## src/rtl/dam_pkg.sv

```systemverilog
package dam_pkg;
  localparam int ID_W      = 8;
  localparam int REG_W     = 32;
  localparam int NIB_W     = ID_W / 2;
  localparam int LID_LSB   = REG_W - ID_W;
  localparam int FMT_LSB   = REG_W - NIB_W;
  localparam int EXT_SHIFT = 16;

  typedef enum logic [1:0] {
    SH_NONE    = 2'd0,
    SH_SELF    = 2'd1,
    SH_ALL_INC = 2'd2,
    SH_ALL_EXC = 2'd3
  } shorthand_e;

  typedef enum logic [NIB_W-1:0] {
    FMT_CLUSTER = 4'h0,
    FMT_FLAT    = 4'hF
  } fmt_e;

  // logical word derived on extended-mode entry
  function automatic logic [REG_W-1:0] ext_word(input logic [ID_W-1:0] id);
    logic [REG_W-1:0] r;
    logic [REG_W-1:0] hi;
    r = '0;
    r[id[NIB_W-1:0]] = 1'b1;
    hi = {{(REG_W-ID_W){1'b0}}, id[ID_W-1:NIB_W], {NIB_W{1'b0}}};
    return r | (hi << EXT_SHIFT);
  endfunction

  function automatic logic flat_hit(input logic [ID_W-1:0] lid,
                                    input logic [ID_W-1:0] mda);
    return |(lid & mda);
  endfunction

  function automatic logic cluster_hit(input logic [ID_W-1:0] lid,
                                       input logic [ID_W-1:0] mda);
    return (lid[ID_W-1:NIB_W] == mda[ID_W-1:NIB_W]) &&
           (|(lid[NIB_W-1:0] & mda[NIB_W-1:0]));
  endfunction

  function automatic logic [REG_W-1:0] fmt_fill(input logic [REG_W-1:0] d);
    return d | {{NIB_W{1'b0}}, {FMT_LSB{1'b1}}};
  endfunction

  function automatic logic [REG_W-1:0] ldr_keep(input logic [REG_W-1:0] d);
    return {d[REG_W-1:LID_LSB], {LID_LSB{1'b0}}};
  endfunction
endpackage

```

## src/rtl/dam_regs.sv

```systemverilog
module dam_regs
  import dam_pkg::*;
(
  input  logic             clk,
  input  logic             rst_n,
  input  logic [ID_W-1:0]  local_id,
  input  logic             ext_mode,
  input  logic             ldr_wr,
  input  logic             fmt_wr,
  input  logic [REG_W-1:0] wr_data,
  output logic [REG_W-1:0] ldr_q,
  output logic [REG_W-1:0] fmt_q,
  output logic             ext_enter
);
  logic ext_q;

  assign ext_enter = ext_mode & ~ext_q;

  always_ff @(posedge clk or negedge rst_n) begin
    if (!rst_n) begin
      ext_q <= 1'b0;
      ldr_q <= '0;
      fmt_q <= '1;
    end else begin
      ext_q <= ext_mode;
      if (ext_enter)
        ldr_q <= ext_word(local_id);
      else if (ldr_wr && !ext_mode)
        ldr_q <= ldr_keep(wr_data);
      if (fmt_wr && !ext_mode)
        fmt_q <= fmt_fill(wr_data);
    end
  end

  p_fmt_fill_r8: assert property (@(posedge clk) disable iff (!rst_n)
    &fmt_q[FMT_LSB-1:0]);
  p_ext_derive_r7: assert property (@(posedge clk) disable iff (!rst_n)
    ext_enter |=> ldr_q == ext_word($past(local_id)));
  p_ldr_locked_r9: assert property (@(posedge clk) disable iff (!rst_n)
    (ext_mode && !ext_enter && ldr_wr) |=> $stable(ldr_q));
  p_fmt_locked_r8: assert property (@(posedge clk) disable iff (!rst_n)
    (ext_mode && fmt_wr) |=> $stable(fmt_q));
endmodule

```

## src/rtl/dam_logical.sv

```systemverilog
module dam_logical
  import dam_pkg::*;
(
  input  logic             ext_mode,
  input  logic [REG_W-1:0] ldr_q,
  input  logic [REG_W-1:0] fmt_q,
  input  logic [REG_W-1:0] dest,
  output logic             hit,
  output logic             fmt_bad
);
  logic [NIB_W-1:0] model;
  logic [ID_W-1:0]  lid;

  assign model = fmt_q[REG_W-1:FMT_LSB];
  assign lid   = ldr_q[REG_W-1:LID_LSB];

  always_comb begin
    fmt_bad = 1'b0;
    hit     = 1'b0;
    if (ext_mode) begin
      hit = |(ldr_q & dest);
    end else begin
      case (model)
        FMT_FLAT:    hit = flat_hit(lid, dest[ID_W-1:0]);
        FMT_CLUSTER: hit = cluster_hit(lid, dest[ID_W-1:0]);
        default:     fmt_bad = 1'b1;
      endcase
    end
  end
endmodule

```

## src/rtl/intr_dest_matcher.sv

```systemverilog
module intr_dest_matcher
  import dam_pkg::*;
(
  input  logic        clk,
  input  logic        rst_n,
  input  logic [7:0]  local_id,
  input  logic        ext_mode,
  input  logic        ldr_wr,
  input  logic        fmt_wr,
  input  logic [31:0] wr_data,
  input  logic        src_is_local,
  input  logic [1:0]  shorthand,
  input  logic        dest_logical,
  input  logic [31:0] dest,
  output logic        match,
  output logic        fmt_invalid,
  output logic [31:0] ldr_q,
  output logic [31:0] fmt_q
);
  shorthand_e sh;
  logic       ext_enter;
  logic       log_hit;
  logic       phys_hit;
  logic       addr_hit;

  assign sh = shorthand_e'(shorthand);

  dam_regs u_regs (
    .clk(clk), .rst_n(rst_n), .local_id(local_id), .ext_mode(ext_mode),
    .ldr_wr(ldr_wr), .fmt_wr(fmt_wr), .wr_data(wr_data),
    .ldr_q(ldr_q), .fmt_q(fmt_q), .ext_enter(ext_enter)
  );

  dam_logical u_log (
    .ext_mode(ext_mode), .ldr_q(ldr_q), .fmt_q(fmt_q), .dest(dest),
    .hit(log_hit), .fmt_bad(fmt_invalid)
  );

  assign phys_hit = (dest[ID_W-1:0] == {ID_W{1'b1}}) || (dest[ID_W-1:0] == local_id);
  assign addr_hit = dest_logical ? log_hit : phys_hit;

  always_comb begin
    case (sh)
      SH_SELF:    match = src_is_local;
      SH_ALL_INC: match = 1'b1;
      SH_ALL_EXC: match = ~src_is_local;
      default:    match = addr_hit;
    endcase
  end

  p_all_inc_r1: assert property (@(posedge clk) disable iff (!rst_n)
    (shorthand == 2'd2) |-> match);
  p_self_r1: assert property (@(posedge clk) disable iff (!rst_n)
    (shorthand == 2'd1) |-> (match == src_is_local));
  p_all_exc_r1: assert property (@(posedge clk) disable iff (!rst_n)
    (shorthand == 2'd3) |-> (match != src_is_local));
  p_bcast_r2: assert property (@(posedge clk) disable iff (!rst_n)
    (shorthand == 2'd0 && !dest_logical && dest[7:0] == 8'hFF) |-> match);
  p_bad_nohit_r5: assert property (@(posedge clk) disable iff (!rst_n)
    (fmt_invalid && shorthand == 2'd0 && dest_logical) |-> !match);
  p_ext_no_bad_r6: assert property (@(posedge clk) disable iff (!rst_n)
    ext_mode |-> !fmt_invalid);
endmodule

```

## config.mk

```make
export PLATFORM = sky130hd
export DESIGN_NAME = intr_dest_matcher
export DESIGN_NICKNAME = d
export VERILOG_FILES = /design/src/rtl/dam_pkg.sv /design/src/rtl/dam_regs.sv /design/src/rtl/dam_logical.sv /design/src/rtl/intr_dest_matcher.sv
export SDC_FILE = /design/constraint.sdc
export NUM_CORES = 1
export LEC_CHECK = 0
export ABC_AREA = 0
export BUFFER_PORTS_ARGS = -buffer_cell sky130_fd_sc_hd__buf_4
export CORE_ASPECT_RATIO = 0.7
export CORE_MARGIN = 1
export CORE_UTILIZATION = 40
export CTS_CLUSTER_SIZE = 16
export DETAILED_ROUTE_END_ITERATION = 10
export HOLD_SLACK_MARGIN = 0.08
export PLACE_DENSITY_LB_ADDON = 0.05
export SYNTH_ARGS = -nofsm -noshare
export SYNTH_HDL_FRONTEND = slang
export SYNTH_SLANG_ARGS = --single-unit
```

## constraint.sdc

```tcl
create_clock -name clk -period 2.2 [get_ports clk]
set_clock_uncertainty 0.05 [all_clocks]
set_input_delay 0.33 -clock clk [delete_from_list [all_inputs] [get_ports clk]]
set_output_delay 0.33 -clock clk [all_outputs]
set_load 0.03 [all_outputs]
```

# Yosys cells after proc, flatten, opt, wreduce, memory -nomap -nowiden
# Index checks and enable logic that the tools add are counted.
# word_totals
output_inout_bits	66
register_bits	37
# op_classes
n_mux	10
eq_ne	7
n_lt_le_gt_ge	2
bitwise	7
reduce_logical	12
# ops
op	count
$mux W32	2
$and A32 B32 Y32	1
$reduce_or A32 Y1	1
$or A16 B24 Y24	1
$and A8 B8 Y8	1
$eq A8 B8 Y1	1
$eq A8 B8 Y1 const B	1
$reduce_or A8 Y1	1
$lt A4 B6 Y1 const B	1
$mux W1	5
$and A4 B4 Y4	1
$demux W1 S4	1
$eq A2 B2 Y1 const B	2
$eq A4 B4 Y1	1
$eq A4 B4 Y1 const B	1
$ge A4 B1 Y1 const B	1
$logic_and A1 B1 Y1	4
$logic_not A4 Y1	1
$reduce_or A4 Y1	1
$pmux W1 S3	1
$eq A2 B1 Y1 const B	1
$not A1 Y1	2
$pmux W1 S2	1
$reduce_bool A2 Y1	1
4 further kinds	4

# Longest topological paths before layout
# depth
ltp_word	7
mapped_depth	6
depth_no_buf	6

# Modules after synthesis
# A second synthesis with hierarchy kept.
# unflattened
cells_unflattened	209
area_unflattened_um2	2167.1
# modules_own_cells
module	cells_each	n_inst	area_each_um2
dam_regs	151	1	1715.4
dam_logical	39	1	295.3
intr_dest_matcher	19	1	156.4

# Least setup slack after synthesis
# Ideal clock, no wire load.
# synth_timing
path_type	register to output
start	register u_regs.ldr_q[29]
end	output port match
path_stages_with_launch	7
path_buffers	0
slack_ns	-0.152
required_ns	1.820
t_arrival_ns	1.972
cell_sequence	dfrtp_1 ha_1 nor4_1 nand2_1 a21oi_1 o221ai_1 a32oi_1
# synth_between
elab_chain_cells	6
word_cells_on_any_way	10
classes_between	eq/ne (1); mux (4); bitwise (2); reduce/logical (3)
# synth_lines
item	line	rtl
start, declared	dam_regs.sv:11	output logic [REG_W-1:0] ldr_q,
start signal, assigned	dam_regs.sv:27	ldr_q <= ext_word(local_id);
start signal, assigned	dam_regs.sv:29	ldr_q <= ldr_keep(wr_data);
$and A8 B8 Y8 / $eq A4 B4 Y1 (equally long branches)	dam_pkg.sv:33, dam_pkg.sv:38	
$reduce_or A8 Y1 / $logic_and A1 B1 Y1 (equally long branches)	dam_pkg.sv:33, dam_pkg.sv:38	
$pmux W1 S2	dam_logical.sv:23	case (model)
$mux W1 *	dam_logical.sv:20	if (ext_mode) begin
$mux W1 *	intr_dest_matcher.sv:40	assign addr_hit = dest_logical ? log_hit : phys_hit;
$pmux W1 S3 *	intr_dest_matcher.sv:43	case (sh)
end, declared	intr_dest_matcher.sv:15	output logic match,
# Mark *: on every way between the ends. The rest lies on a longest branch, timed or not.

# Worst setup path in the final report
# Same ends and word-level chain as after synthesis.

==> metrics.txt <==
status=finished, violations left; failing checks=setup timing; Top-Level Pins=147; Core Rows=20; average detailed-routed wire length per instance=16.2 µm; total internal power=0.00111 W; crit-path max FO=2; max_cap viols=0; count of input and output buffers=86; cell count after placement=309; cell area after technology mapping=0.00191 mm²; number of H-tree branching levels=2; cell count after synthesis=173; diode count=0; min setup slack post-route=-0.0982 ns; non-filler cells, final=322; maximum buffer depth of the clock tree=2; Root Buffer Master=sky130_fd_sc_hd__clkbuf_8; shortest period the worst path allows=2.30 ns; main flop type after synthesis=sky130_fd_sc_hd__dfrtp_1; first-iteration detailed-routing DRC count=111; register area share after synthesis=43.5%; synthesized area per cell=11.1 µm²; final weighted congestion of routability-driven global placement=0.820; die height=59.8 µm; GRT Util Overall=21.0%; setup repair after global routing missed its margin=true; wire length of the first global-routing pass=7.90 mm; Final Hold Viols=0; crit path capture type=output pin; share of cells above drive strength 1=44.9%; Distinct cells, synth=35; First-pass DRT Iterations=6; clock tree from TritonCTS=yes; leftover overflow at the end of global routing=0; clk slew on worst S/H paths=0.07 ns; Clk network pwr share=25.8%; final-layout fill cell count=395; Crit path arrival time=1.92 ns; category of the worst setup path launch point=flip-flop; Via density=5.25; clock network latency to the later pin of the worst-skew pair=0.28 ns; final routed DRC violation total=0; Max Freq=0.435 GHz; core box area=0.00445 mm²; TritonCTS sink count=33; top library cells by usage in the layout, fill and taps aside=sky130_fd_sc_hd__buf_4, sky130_fd_sc_hd__conb_1, sky130_fd_sc_hd__dfrtp_1; half-perimeter wire length after detailed placement=3.99 mm; flip-flop and latch count after synthesis=33; Detail Route Antenna Nets=0; Post-synth EDFFs=0; maximum number of pins on one net before global-route repair=34; required time of the worst setup path=1.82 ns; via count=1691; Worst Setup Path Type=flip-flop to output pin; final worst-path cycle share=104%; starting utilization of the core area=42.9%; initial antenna violation count=0; vias in the first global route=1491; final number of setup-violating endpoints=1; number of warnings reported in the yosys synthesis log=0; Max VDD drop=0.000337 V; total cell area at the placement stage=0.00249 mm²; final max-slew violation count=0; areal power density over the cells=622 mW/mm²; Sw Ratio=34.1%; post-detailed-routing wire length=5.21 mm; commonest non-fill, non-tap cell in the layout=sky130_fd_sc_hd__buf_4; Gate power share=32.3%; worst-case register-to-register setup slack=0.63 ns; Die Wd=84.6 µm; Inserted Clock Buffers=5; async set-reset flop share out of synthesis=100%; Die Area=0.00506 mm²; post-route standard cell area excluding fillers=0.00270 mm²; classification of the worst-slack hold path=input port to flip-flop; sequential cell fraction of total power=41.9%; total net switching power=0.000572 W; synthesis-to-finish area growth=41.1%; Static Leakage=1.32 nW; Layout Nets=351
## kinds of logic after synthesis
group,share of synthesized area (%)
compound gates,21.6
buf+inv,14.9
fa+ha+maj,2.62
flops,43.5
xor+xnor,4.12
other cells,0.393
simple gates,10.5
mux,2.36
## per-stage QoR
step / hold WS [ns] / setup slack [ns] / utilization (%) / setup TNS (ns) / total power [W]
finish: 0.175 / -0.0982 / 60.6 / -0.0982 / 0.00168
global route: 0.164 / -0.208 / 60.6 / -0.208 / 0.00175
CTS: 0.167 / -0.133 / 58.9 / -0.133 / 0.00166
detailed placement: 0.242 / 0.0387 / 55.9 / 0 / 0.00121
global placement: 0.245 / 0.0340 / 55.9 / 0 / 0.00121
floorplan: -0.0156 / 0.0210 / - / 0 / 0.00104
## synthesized netlist by cell type (all sizes together), types with 3 or more instances
cell | count | share of area, %
a32o | 3 | 1.6
ha | 4 | 2.6
nand2 | 7 | 1.4
o21ai | 3 | 0.79
nor2b | 4 | 1.3
buf | 38 | 15
nand4 | 7 | 2.3
dfrtp | 29 | 38
a221oi | 6 | 2.7
nor2 | 5 | 1.8
dfstp | 4 | 5.5
a22o | 27 | 12
xnor2 | 9 | 4.1
mux2 | 4 | 2.4
nor4 | 3 | 1.3
## worst max-delay path, cell delays in order (launching register included)
cell and delay [ns]:
sky130_fd_sc_hd__dfrtp_1 0.41, sky130_fd_sc_hd__ha_4 0.23, sky130_fd_sc_hd__nor4_4 0.26, sky130_fd_sc_hd__nand2_1 0.10
sky130_fd_sc_hd__a21oi_2 0.15, sky130_fd_sc_hd__o221ai_2 0.11, sky130_fd_sc_hd__a32oi_2 0.23, sky130_fd_sc_hd__buf_6 0.15
## path summary, 6_finish.rpt
kind,start,endpoint,depth (start not counted)
max,u_regs.ldr_q[29],match,7
min,ext_mode,u_regs.ext_q,1
max reg2reg,u_regs.ext_q,u_regs.ldr_q[12],3
min reg2reg,u_regs.ldr_q[13],u_regs.ldr_q[13],1
max in group asynchronous,rst_n,u_regs.fmt_q[29],2
min in group asynchronous,rst_n,u_regs.ldr_q[0],2
## routing by layer
layer | vias to the layer above | routed length [µm] | track usage (%)
met5 | - | 0 | 0
met2 | 90 | 2180 | 29.7
met4 | 0 | 48 | 5.81
met1 | 819 | 2590 | 31.8
li1 | 777 | - | -
met3 | 5 | 388 | 5.11
## area by class of cell
type / count / area, µm² / share of cell area (%)
Clock buffer: 8 / 80.1 / 2.97
Inverter: 2 / 7.51 / 0.278
Multi-Input combinational cell: 130 / 997 / 37.0
Sequential cell: 33 / 832 / 30.8
Tap cell: 55 / 68.8 / 2.55
Timing Repair Buffer: 94 / 712 / 26.4
## power by group through the flow
stage,registers [W],clock network [W],logic [W]
final,0.000703,0.000434,0.000541
after global routing,0.000709,0.000470,0.000575
after CTS,0.000701,0.000440,0.000515
after detailed placement,0.000713,0,0.000496
after global placement,0.000712,0,0.000494
after floorplan,0.000784,0,0.000256
## flip-flops by register name, summed over array words and instances (netlist names)
signal,cells
u_regs.fmt_q,4
u_regs.ext_q,1
u_regs.ldr_q,28
## repair_timing
item / CTS / global route
hold buffers: 1 / 0
gates resized for setup: 5 / 7
endpoints found under the setup margin: 1 / 1
pin swaps: 1 / 6
endpoints found under the hold margin: 29 / 0
setup buffers: 2 / 2
Note: power is estimated with default switching activity, not from simulation.
